**config.mk**
```make
export PLATFORM = sky130hd
export DESIGN_NAME = blk_admit_ctrl
export DESIGN_NICKNAME = d
export VERILOG_FILES = /design/src/rtl/blk_admit_pkg.sv /design/src/rtl/blk_admit_cost.sv /design/src/rtl/blk_admit_meter.sv /design/src/rtl/blk_admit_slots.sv /design/src/rtl/blk_admit_ctrl.sv
export SDC_FILE = /design/constraint.sdc
export NUM_CORES = 2
export LEC_CHECK = 0
export ABC_AREA = 0
export BUFFER_PORTS_ARGS = -buffer_cell sky130_fd_sc_hd__buf_2
export CAP_MARGIN = 20
export CORE_MARGIN = 2
export CORE_UTILIZATION = 36
export CTS_BUF_LIST = sky130_fd_sc_hd__clkbuf_8
export CTS_CLUSTER_DIAMETER = 40
export DETAILED_ROUTE_END_ITERATION = 8
export GPL_TIMING_DRIVEN = 0
export MAX_ROUTING_LAYER = met4
export SETUP_SLACK_MARGIN = 0.3
export SLEW_MARGIN = 20
export SYNTH_ARGS = -nofsm -noshare
export SYNTH_HDL_FRONTEND = slang
export SYNTH_HIERARCHICAL = 1
export SYNTH_SLANG_ARGS = --single-unit
```
**constraint.sdc**
```tcl
create_clock -name clk -period 8.1 [get_ports clk]
set_input_delay 0.405 -clock clk [delete_from_list [all_inputs] [get_ports clk]]
set_output_delay 0.405 -clock clk [all_outputs]
set_load 0.01 [all_outputs]
```
**src/rtl/blk_admit_pkg.sv**
```systemverilog
package blk_admit_pkg;

  // Outcome of one offer as seen by the response stage.
  typedef enum logic [1:0] {
    ADM_IDLE  = 2'd0,
    ADM_GRANT = 2'd1,
    ADM_DROP  = 2'd2
  } adm_kind_e;

  // Ceiling division used for warp and granule charges.
  function automatic logic [31:0] ceil_div(input logic [31:0] num, input int unsigned den);
    return (num + 32'(den) - 32'd1) / 32'(den);
  endfunction

endpackage

```
**src/rtl/blk_admit_cost.sv**
```systemverilog
// Turns a descriptor into per-resource charges and flags never-fit requests.
module blk_admit_cost #(
  parameter int MAX_THR   = 1024,
  parameter int WARP_SIZE = 32,
  parameter int REG_POOL  = 65536,
  parameter int GPOOL     = 1824,
  parameter int SMEM_GRAN = 128,
  parameter int TW        = 11,
  parameter int RW        = 8,
  parameter int SW        = 18,
  parameter int WCW       = 7,
  parameter int RCW       = 17,
  parameter int GCW       = 11
) (
  input  logic [TW-1:0]  threads,
  input  logic [RW-1:0]  regs,
  input  logic [SW-1:0]  smem,
  output logic [WCW-1:0] warp_need,
  output logic [RCW-1:0] reg_need,
  output logic [GCW-1:0] gran_need,
  output logic           never_fit
);
  import blk_admit_pkg::*;

  logic [31:0] w32, r32, g32;
  logic        no_thr, thr_over, reg_over, smem_over;

  always_comb begin
    w32       = ceil_div(32'(threads), WARP_SIZE);
    r32       = 32'(threads) * 32'(regs);
    g32       = ceil_div(32'(smem), SMEM_GRAN);
    no_thr    = (threads == '0);
    thr_over  = (32'(threads) > 32'(MAX_THR));
    reg_over  = (r32 > 32'(REG_POOL));
    smem_over = (g32 > 32'(GPOOL));
    never_fit = no_thr | thr_over | reg_over | smem_over;
    warp_need = never_fit ? '0 : WCW'(w32);
    reg_need  = never_fit ? '0 : RCW'(r32);
    gran_need = never_fit ? '0 : GCW'(g32);
  end

endmodule

```
**src/rtl/blk_admit_meter.sv**
```systemverilog
// One resource budget: a level counter with retire-first fit check.
module blk_admit_meter #(
  parameter int LIMIT = 64,
  parameter int W     = 7
) (
  input  logic         clk,
  input  logic         rst_n,
  input  logic [W-1:0] give,
  input  logic         take_en,
  input  logic [W-1:0] take,
  output logic         fits,
  output logic [W-1:0] level
);
  logic [W-1:0] level_q;
  logic [W-1:0] after_give;
  logic [31:0]  sum;

  always_comb begin
    after_give = level_q - give;
    sum        = 32'(after_give) + 32'(take);
    fits       = (sum <= 32'(LIMIT));
  end

  always_ff @(posedge clk or negedge rst_n) begin
    if (!rst_n) level_q <= '0;
    else        level_q <= after_give + (take_en ? take : '0);
  end

  assign level = level_q;

endmodule

```
**src/rtl/blk_admit_slots.sv**
```systemverilog
// Slot table: occupancy bits, per-slot charge records, lowest-free pick.
module blk_admit_slots #(
  parameter int MAX_BLOCKS = 32,
  parameter int SLOTW      = 5,
  parameter int WCW        = 7,
  parameter int RCW        = 17,
  parameter int GCW        = 11
) (
  input  logic                  clk,
  input  logic                  rst_n,
  input  logic                  claim,
  input  logic [WCW-1:0]        claim_w,
  input  logic [RCW-1:0]        claim_r,
  input  logic [GCW-1:0]        claim_g,
  input  logic                  rel_req,
  input  logic [SLOTW-1:0]      rel_slot,
  output logic [MAX_BLOCKS-1:0] busy,
  output logic                  free_any,
  output logic [SLOTW-1:0]      free_slot,
  output logic                  rel_hit,
  output logic [WCW-1:0]        rel_w,
  output logic [RCW-1:0]        rel_r,
  output logic [GCW-1:0]        rel_g
);
  logic [WCW-1:0]        rec_w [MAX_BLOCKS];
  logic [RCW-1:0]        rec_r [MAX_BLOCKS];
  logic [GCW-1:0]        rec_g [MAX_BLOCKS];
  logic [MAX_BLOCKS-1:0] rel_mask;
  logic [MAX_BLOCKS-1:0] busy_eff;
  logic                  rel_in;

  for (genvar i = 0; i < MAX_BLOCKS; i++) begin : g_slot
    logic           b_q;
    logic [WCW-1:0] w_q;
    logic [RCW-1:0] r_q;
    logic [GCW-1:0] g_q;

    always_ff @(posedge clk or negedge rst_n) begin
      if (!rst_n) begin
        b_q <= 1'b0;
        w_q <= '0;
        r_q <= '0;
        g_q <= '0;
      end else if (claim && free_slot == SLOTW'(i)) begin
        b_q <= 1'b1;
        w_q <= claim_w;
        r_q <= claim_r;
        g_q <= claim_g;
      end else if (rel_mask[i]) begin
        b_q <= 1'b0;
      end
    end

    assign busy[i]     = b_q;
    assign rec_w[i]    = w_q;
    assign rec_r[i]    = r_q;
    assign rec_g[i]    = g_q;
    assign rel_mask[i] = rel_hit && (rel_slot == SLOTW'(i));
  end

  always_comb begin
    rel_in  = (32'(rel_slot) < 32'(MAX_BLOCKS));
    rel_hit = rel_req && rel_in && busy[rel_slot];
    rel_w   = rel_hit ? rec_w[rel_slot] : '0;
    rel_r   = rel_hit ? rec_r[rel_slot] : '0;
    rel_g   = rel_hit ? rec_g[rel_slot] : '0;
  end

  // Retire-first view of the table, then the lowest free index.
  assign busy_eff = busy & ~rel_mask;

  always_comb begin
    free_any  = 1'b0;
    free_slot = '0;
    for (int i = MAX_BLOCKS - 1; i >= 0; i--) begin
      if (!busy_eff[i]) begin
        free_any  = 1'b1;
        free_slot = SLOTW'(i);
      end
    end
  end

endmodule

```
**src/rtl/blk_admit_ctrl.sv**
```systemverilog
// Top: thread-block admission with joint resource reservation.
module blk_admit_ctrl #(
  parameter int MAX_BLOCKS = 32,
  parameter int MAX_WARPS  = 64,
  parameter int MAX_THR    = 1024,
  parameter int WARP_SIZE  = 32,
  parameter int REG_POOL   = 65536,
  parameter int SMEM_BYTES = 233472,
  parameter int SMEM_GRAN  = 128,
  parameter int RW         = 8,
  parameter int SW         = 18,
  localparam int TW        = $clog2(2 * MAX_THR),
  localparam int SLOTW     = $clog2(MAX_BLOCKS),
  localparam int WCW       = $clog2(MAX_WARPS + 1),
  localparam int RCW       = $clog2(REG_POOL + 1),
  localparam int GPOOL     = SMEM_BYTES / SMEM_GRAN,
  localparam int GCW       = $clog2(GPOOL + 1),
  localparam int PCTW      = 7
) (
  input  logic             clk,
  input  logic             rst_n,
  input  logic             in_valid,
  output logic             in_ready,
  input  logic [TW-1:0]    in_threads,
  input  logic [RW-1:0]    in_regs,
  input  logic [SW-1:0]    in_smem,
  output logic             rsp_valid,
  output logic             rsp_err,
  output logic [SLOTW-1:0] rsp_slot,
  input  logic             ret_valid,
  input  logic [SLOTW-1:0] ret_slot,
  output logic [WCW-1:0]   occ_warps,
  output logic [PCTW-1:0]  occ_pct
);
  import blk_admit_pkg::*;

  logic [WCW-1:0]        warp_need, rel_w, used_w;
  logic [RCW-1:0]        reg_need, rel_r, used_r;
  logic [GCW-1:0]        gran_need, rel_g, used_g;
  logic                  never_fit, free_any, rel_hit;
  logic                  fit_w, fit_r, fit_g, fit_all;
  logic [SLOTW-1:0]      free_slot;
  logic [MAX_BLOCKS-1:0] slot_busy;
  logic                  hs, claim;
  adm_kind_e             kind;
  logic [SLOTW-1:0]      slot_q;
  adm_kind_e             kind_q;
  logic [31:0]           pct32;

  blk_admit_cost #(
    .MAX_THR(MAX_THR), .WARP_SIZE(WARP_SIZE), .REG_POOL(REG_POOL), .GPOOL(GPOOL),
    .SMEM_GRAN(SMEM_GRAN), .TW(TW), .RW(RW), .SW(SW), .WCW(WCW), .RCW(RCW), .GCW(GCW)
  ) u_cost (
    .threads(in_threads), .regs(in_regs), .smem(in_smem),
    .warp_need(warp_need), .reg_need(reg_need), .gran_need(gran_need),
    .never_fit(never_fit)
  );

  blk_admit_slots #(
    .MAX_BLOCKS(MAX_BLOCKS), .SLOTW(SLOTW), .WCW(WCW), .RCW(RCW), .GCW(GCW)
  ) u_slots (
    .clk(clk), .rst_n(rst_n),
    .claim(claim), .claim_w(warp_need), .claim_r(reg_need), .claim_g(gran_need),
    .rel_req(ret_valid), .rel_slot(ret_slot),
    .busy(slot_busy), .free_any(free_any), .free_slot(free_slot),
    .rel_hit(rel_hit), .rel_w(rel_w), .rel_r(rel_r), .rel_g(rel_g)
  );

  blk_admit_meter #(.LIMIT(MAX_WARPS), .W(WCW)) u_warps (
    .clk(clk), .rst_n(rst_n), .give(rel_w), .take_en(claim), .take(warp_need),
    .fits(fit_w), .level(used_w)
  );

  blk_admit_meter #(.LIMIT(REG_POOL), .W(RCW)) u_regs (
    .clk(clk), .rst_n(rst_n), .give(rel_r), .take_en(claim), .take(reg_need),
    .fits(fit_r), .level(used_r)
  );

  blk_admit_meter #(.LIMIT(GPOOL), .W(GCW)) u_smem (
    .clk(clk), .rst_n(rst_n), .give(rel_g), .take_en(claim), .take(gran_need),
    .fits(fit_g), .level(used_g)
  );

  always_comb begin
    fit_all  = free_any & fit_w & fit_r & fit_g;
    in_ready = never_fit | fit_all;
    hs       = in_valid & in_ready;
    claim    = hs & ~never_fit;
    if (!hs)            kind = ADM_IDLE;
    else if (never_fit) kind = ADM_DROP;
    else                kind = ADM_GRANT;
  end

  always_ff @(posedge clk or negedge rst_n) begin
    if (!rst_n) begin
      kind_q <= ADM_IDLE;
      slot_q <= '0;
    end else begin
      kind_q <= kind;
      slot_q <= (kind == ADM_GRANT) ? free_slot : '0;
    end
  end

  assign rsp_valid = (kind_q != ADM_IDLE);
  assign rsp_err   = (kind_q == ADM_DROP);
  assign rsp_slot  = slot_q;

  // Register and granule levels only gate admission; they are not exported.
  logic unused_levels;
  assign unused_levels = ^{used_r, used_g, rel_hit};

  always_comb begin
    pct32     = (32'(used_w) * 32'd100) / 32'(MAX_WARPS);
    occ_warps = used_w;
    occ_pct   = PCTW'(pct32);
  end

endmodule

```
; Word level (Yosys, flattened, before mapping)
; Index checks and enable logic that the tools add are counted.
[classes]
multipliers = 2
addsub = 13
n_eq_ne = 64
n_lt_le_gt_ge = 8
n_mux = 151
reduce_logical = 101
bitwise_logic = 13
[op_table]
columns = op, n
row1 = two-way mux 5 bit, 33
row2 = "== test 5 bit, second input constant", 32
row3 = two-way mux 1 bit, 97
row4 = binary-select mux 17 bit (select 5 bit), 1
row5 = two-way mux 17 bit, 5
row6 = "== test 5 x 4 -> 1 bit, second input constant", 16
row7 = nonzero test 2 bit, 33
row8 = logical AND 1 bit, 65
row9 = binary-select mux 11 bit (select 5 bit), 1
row10 = two-way mux 11 bit, 5
row11 = "== test 5 x 3 -> 1 bit, second input constant", 8
row12 = binary-select mux 7 bit (select 5 bit), 1
row13 = two-way mux 7 bit, 5
row14 = AND 32 bit, 1
row15 = "<= comparator 32 x 11 -> 1 bit, second input constant", 1
row16 = "<= comparator 32 x 17 -> 1 bit, second input constant", 1
row17 = "<= comparator 32 x 7 -> 1 bit, second input constant", 1
row18 = inverter 32 bit, 1
row19 = "subtractor 32 x 1 -> 32 bit, second input constant", 1
row20 = "greater-than comparator 25 x 11 -> 1 bit, second input constant", 1
row21 = "== test 5 x 2 -> 1 bit, second input constant", 4
row22 = "adder 18 x 8 -> 19 bit, second input constant", 1
row23 = "greater-than comparator 19 x 17 -> 1 bit, second input constant", 1
row24 = multiplier 11 x 8 -> 19 bit, 1
row25 = other kinds (26), 36
[word_totals]
wordCells = 485
reg_bits = 1194
inputBits = 46
output_inout_bits = 22

; Longest topological paths before layout
[logic_depth]
depth_word = 46
depth_mapped = 44
depth_no_buf = 40

; By module
; The synthesis kept the hierarchy.
[by_module_without_submodules]
columns = module, instances, area_per_inst_um2, cells_per_inst, seq_area_each_um2
row1 = blk_admit_slots, 1, 53608.9, 3386, 28827.6
row2 = blk_admit_cost, 1, 3873.7, 469, 0.0
row3 = blk_admit_meter at u_regs, 1, 2969.1, 377, 425.4
row4 = blk_admit_meter at u_smem, 1, 1823.0, 215, 275.3
row5 = blk_admit_meter at u_warps, 1, 915.9, 96, 175.2
row6 = blk_admit_ctrl, 1, 725.7, 66, 175.2

; Worst setup path after synthesis
; Ideal clock, no wire load.
[synth_timing]
path_type = input to register
startpoint = input port in_regs[7]
endpoint = register u_regs.level_q[16] (netlist: u_regs/level[16])
required_time_ns = 7.972
t_arrival_ns = 10.697
path_slack_ns = -2.725
path_stages = 42
setup_time_ns = 0.128
path_buffers = 4
path_cell_list = clkbuf_1 > nand2_1 > fa_1 > fa_1 > inv_1 > fa_1 > inv_1 > fa_1 > inv_1 > ha_1 > buf_6 > and3_4 > a221oi_4 > o221ai_2 > xor2_1 > a2111o_1 > or4_1 > buf_2 > [... 6 more ...] > nand4_1 > or4_1 > nor4_1 > o2111a_1 > o2111ai_1 > o211ai_2 > nand4_1 > nor3b_2 > and2_1 > ha_1 > a21oi_1 > o211ai_1 > o41ai_2 > o21ai_1 > o311ai_2 > mux2i_1 > nor3_1 > xnor2_1
[synth_via]
elab_cells_between_ends = 22
cone_classes = add/sub: 4 / mul: 1 / order compare: 4 / mux: 4 / bitwise: 9
[synth_lines]
columns = item, line
row1 = "start, declared", blk_admit_ctrl.sv:25  ; input logic [RW-1:0] in_regs,
row2 = multiplier 11 x 8 -> 19 bit, blk_admit_cost.sv:30  ; r32 = 32'(threads) * 32'(regs);
row3 = greater-than comparator 19 x 17 -> 1 bit, blk_admit_cost.sv:34  ; reg_over = (r32 > 32'(REG_POOL));
row4 = OR 1 bit (2 in series), blk_admit_cost.sv:36  ; never_fit = no_thr | thr_over | reg_over | smem_over;
row5 = two-way mux 17 bit, blk_admit_cost.sv:38  ; reg_need = never_fit ? '0 : RCW'(r32);
row6 = net reg_need[0], blk_admit_ctrl.sv:38  ; logic [RCW-1:0] reg_need, rel_r, used_r;
row7 = adder 17 x 17 -> 18 bit, blk_admit_meter.sv:20  ; sum = 32'(after_give) + 32'(take);
row8 = <= comparator 32 x 17 -> 1 bit, blk_admit_meter.sv:21  ; fits = (sum <= 32'(LIMIT));
row9 = net fit_r, blk_admit_ctrl.sv:41  ; logic fit_w, fit_r, fit_g, fit_all;
row10 = AND 1 bit (2 in series), blk_admit_ctrl.sv:85  ; fit_all = free_any & fit_w & fit_r & fit_g;
row11 = OR 1 bit, blk_admit_ctrl.sv:86  ; in_ready = never_fit | fit_all;
row12 = AND 1 bit, blk_admit_ctrl.sv:87  ; hs = in_valid & in_ready;
row13 = AND 1 bit, blk_admit_ctrl.sv:88  ; claim = hs & ~never_fit;
row14 = net claim, blk_admit_ctrl.sv:44  ; logic hs, claim;
row15 = two-way mux 17 bit, blk_admit_meter.sv:26  ; else level_q <= after_give + (take_en ? take : '0);
row16 = adder 17 bit, blk_admit_meter.sv:26
row17 = "end signal, assigned", blk_admit_meter.sv:26
row18 = "end, declared", blk_admit_meter.sv:14  ; logic [W-1:0] level_q;
; The timed path passes the listed nets, and every way through them passes these cells.
; A chain may end at the register's enable or synchronous reset.

; Final worst setup path
[layout_timing]
startpoint = input port in_regs[4]
endpoint = register u_regs.level_q[16] (netlist: u_regs/level[16])
; Same word-level chain as after synthesis.

==> flow_summary.json <==
{
  "fin_nets": 5301,
  "grt_overflow_total": 0,
  "routed-via-count": 42740,
  "grt_max_degree": 133,
  "wl_mm": 207.2,
  "viasPerCell": 5.667,
  "crit_path_start_kind": "primary input",
  "crit_cells": 45,
  "critPathLaunch": "in_regs[4]",
  "crit_required_ns": 8.91,
  "clk_latency_ns": 0.98,
  "finalCriticalPeriod_ns": 9.943,
  "hold_depth": 4,
  "drive_gt1_frac": 0.4539,
  "grt_pass1_vias": 43680,
  "rsz0062_at_grt": "true",
  "slowest_delay_ns": 0.57,
  "slew_violations": 0,
  "r2r_start": "u_slots/g_slot[9].b_q$_DFFE_PN0P_",
  "drtIter0Drc": 3602,
  "firstDrtPassIters": 6,
  "cts_buffer_depth": 3,
  "path_clk_slew_ns": 0.06,
  "hold-path-endpoint": "u_slots/g_slot[9].b_q$_DFFE_PN0P_",
  "run_status": "complete, but fails checks",
  "final_common_cell": "dfrtp_1",
  "holdWs_ns": 0.1448,
  "hold_path.class": "in -> reg",
  "post-route-util": 0.4342,
  "crit_buf_inv": 11,
  "root_buffer": "clkbuf_8",
  "syn-num-nets": 4848,
  "drc": 0,
  "setup_viol": 1193,
  "power_density_nw_per_um2": 247.3,
  "netlist_area_um2": 63670,
  "cts.sinks": 1194,
  "maxCapViolCount": 0,
  "fp.dieW_um": 424.6,
  "fin_skew_ns": 0.07700,
  "fillers": 15810,
  "final-hold-violation-count": 0,
  "r2r_slack_ns": -1.61,
  "coreArea_um2": 175900,
  "cts-buffers-inserted": 212,
  "fp.dieH_um": 424.6,
  "slowest_stage": "fa_1",
  "synthCells": 4576,
  "ir_drop_uv": 227.7,
  "dp_hpwl_mm": 141.4,
  "regArea_um2": 29880,
  "ys.warnings.count": 6,
  "tns_ns": -1733.42,
  "slew_headroom": 0.1875,
  "die-area_um2": 180200,
  "reg2reg_depth": 43,
  "layout_setup_ws_ns": -1.843,
  "start_util": 0.3619,
  "r2r-end": "u_regs/level[16]$_DFF_PN0_",
  "cp_data_arrival_time_ns": 10.75,
  "final_cell_mix": "dfrtp_1 (1194), mux2_2 (885), mux4_2 (357)",
  "place.gp.congestion": 0.9010,
  "rows": 154,
  "wire_per_inst_um": 27.47,
  "cp_top_family": "adder cells",
  "syn_to_final_growth_pct": 19.96,
  "finalCritPeriodShare": 1.227,
  "min_from": "ret_slot[3]",
  "multiInputGateArea_um2": 33150,
  "end_kind": "flip-flop",
  "grt_pass1_wl_mm": 300.0,
  "postRouteAntennaNets": 0,
  "p_leak_nw": 35.94,
  "htreeDepth": 4,
  "critPathMaxFanout": 8,
  "antenna_found_initial": 9,
  "worst_pin_slew_ns": 1.219,
  "portBuffers": 61,
  "syn_avg_cell_area_um2": 13.91,
  "gr-usage-all-layers": 0.2329,
  "violations": "setup timing",
  "worstSetupPathType": "in -> reg",
  "max_freq_ghz": 0.1006,
  "io_pins": 68,
  "cts_tree": "built"
}
worst max-delay path by stage:
stage,endpoint
2_1_floorplan,u_regs/level[16]$_DFF_PN0_
3_3_place_gp,u_slots/g_slot[8].r_q[4]$_DFFE_PN0P_
3_5_place_dp,u_slots/g_slot[26].w_q[5]$_DFFE_PN0P_
4_1_cts,u_regs/level[16]$_DFF_PN0_
5_1_grt,u_regs/level[16]$_DFF_PN0_
6_report,u_regs/level[16]$_DFF_PN0_
layout make-up:
type | instances | share of cell area
multi-input combinational | 2863 | 0.4341
sequential | 1194 | 0.3912
clock buffer | 266 | 0.04793
tap | 2340 | 0.03833
timing repair buffer | 239 | 0.03438
buffer | 353 | 0.03343
clock inverter | 114 | 0.01229
inverter | 166 | 0.008158
antenna | 7 | 0.0002293
worst reg2reg max path, delay by kind of cell (launching register included):
kind / cells / cell delay [ns]
AND/OR/NAND/NOR: 12 / 2.37
buffers and inverters: 7 / 1.15
flip-flops: 1 / 0.42
multiplexers: 3 / 0.89
XOR/XNOR: 2 / 0.34
adder cells (fa/ha/maj): 3 / 0.87
AO/OA/AOI/OAI: 16 / 3.57
power breakdown:
part / internal, W / switching (W)
registers: 0.00616 / 0.000127
logic: 0.00253 / 0.00406
clock network: 0.00333 / 0.00268
metrics by stage:
step	cells	setup WS, ns	cell area, µm²	power [W]
5_1_grt	7538	-2.100	76370	0.01986
3_3_place_gp	6977	-19.60	67220	0.01208
3_5_place_dp	7003	-4.900	67900	0.01223
4_1_cts	7460	-1.961	74100	0.01861
2_1_floorplan	4576	-2.111	63990	0.01038
6_report	7542	-1.843	76380	0.01889
timing repair:
| item | CTS | global route |
|---|---|---|
| resized for setup | 190 | 369 |
| buffers inserted | 69 | 56 |
| endpoints found under the hold margin | 290 | 0 |
| pin swaps | 43 | 76 |
| hold buffers | 5 | 0 |
| setup endpoints to repair | 1194 | 1194 |
| cloned | 3 | 15 |
routing by layer:
metal | part of all wire | global-route usage
met2 | 0.46 | 0.3611
met3 | 0.068 | 0.04349
met5 | 0 | -
met4 | 0.037 | 0.07278
met1 | 0.43 | 0.3098
flip-flops by register name, summed over array words and instances, names as in the netlist:
| name | count |
|---|---|
| kind_q | 2 |
| rsp_slot | 5 |
| u_regs/level | 17 |
| u_slots/g_slot.b_q | 32 |
| u_slots/g_slot.g_q | 352 |
| u_slots/g_slot.r_q | 544 |
| u_slots/g_slot.w_q | 224 |
| u_smem/level | 11 |
| u_warps/level | 7 |
Power figures use the tool's default switching activity.
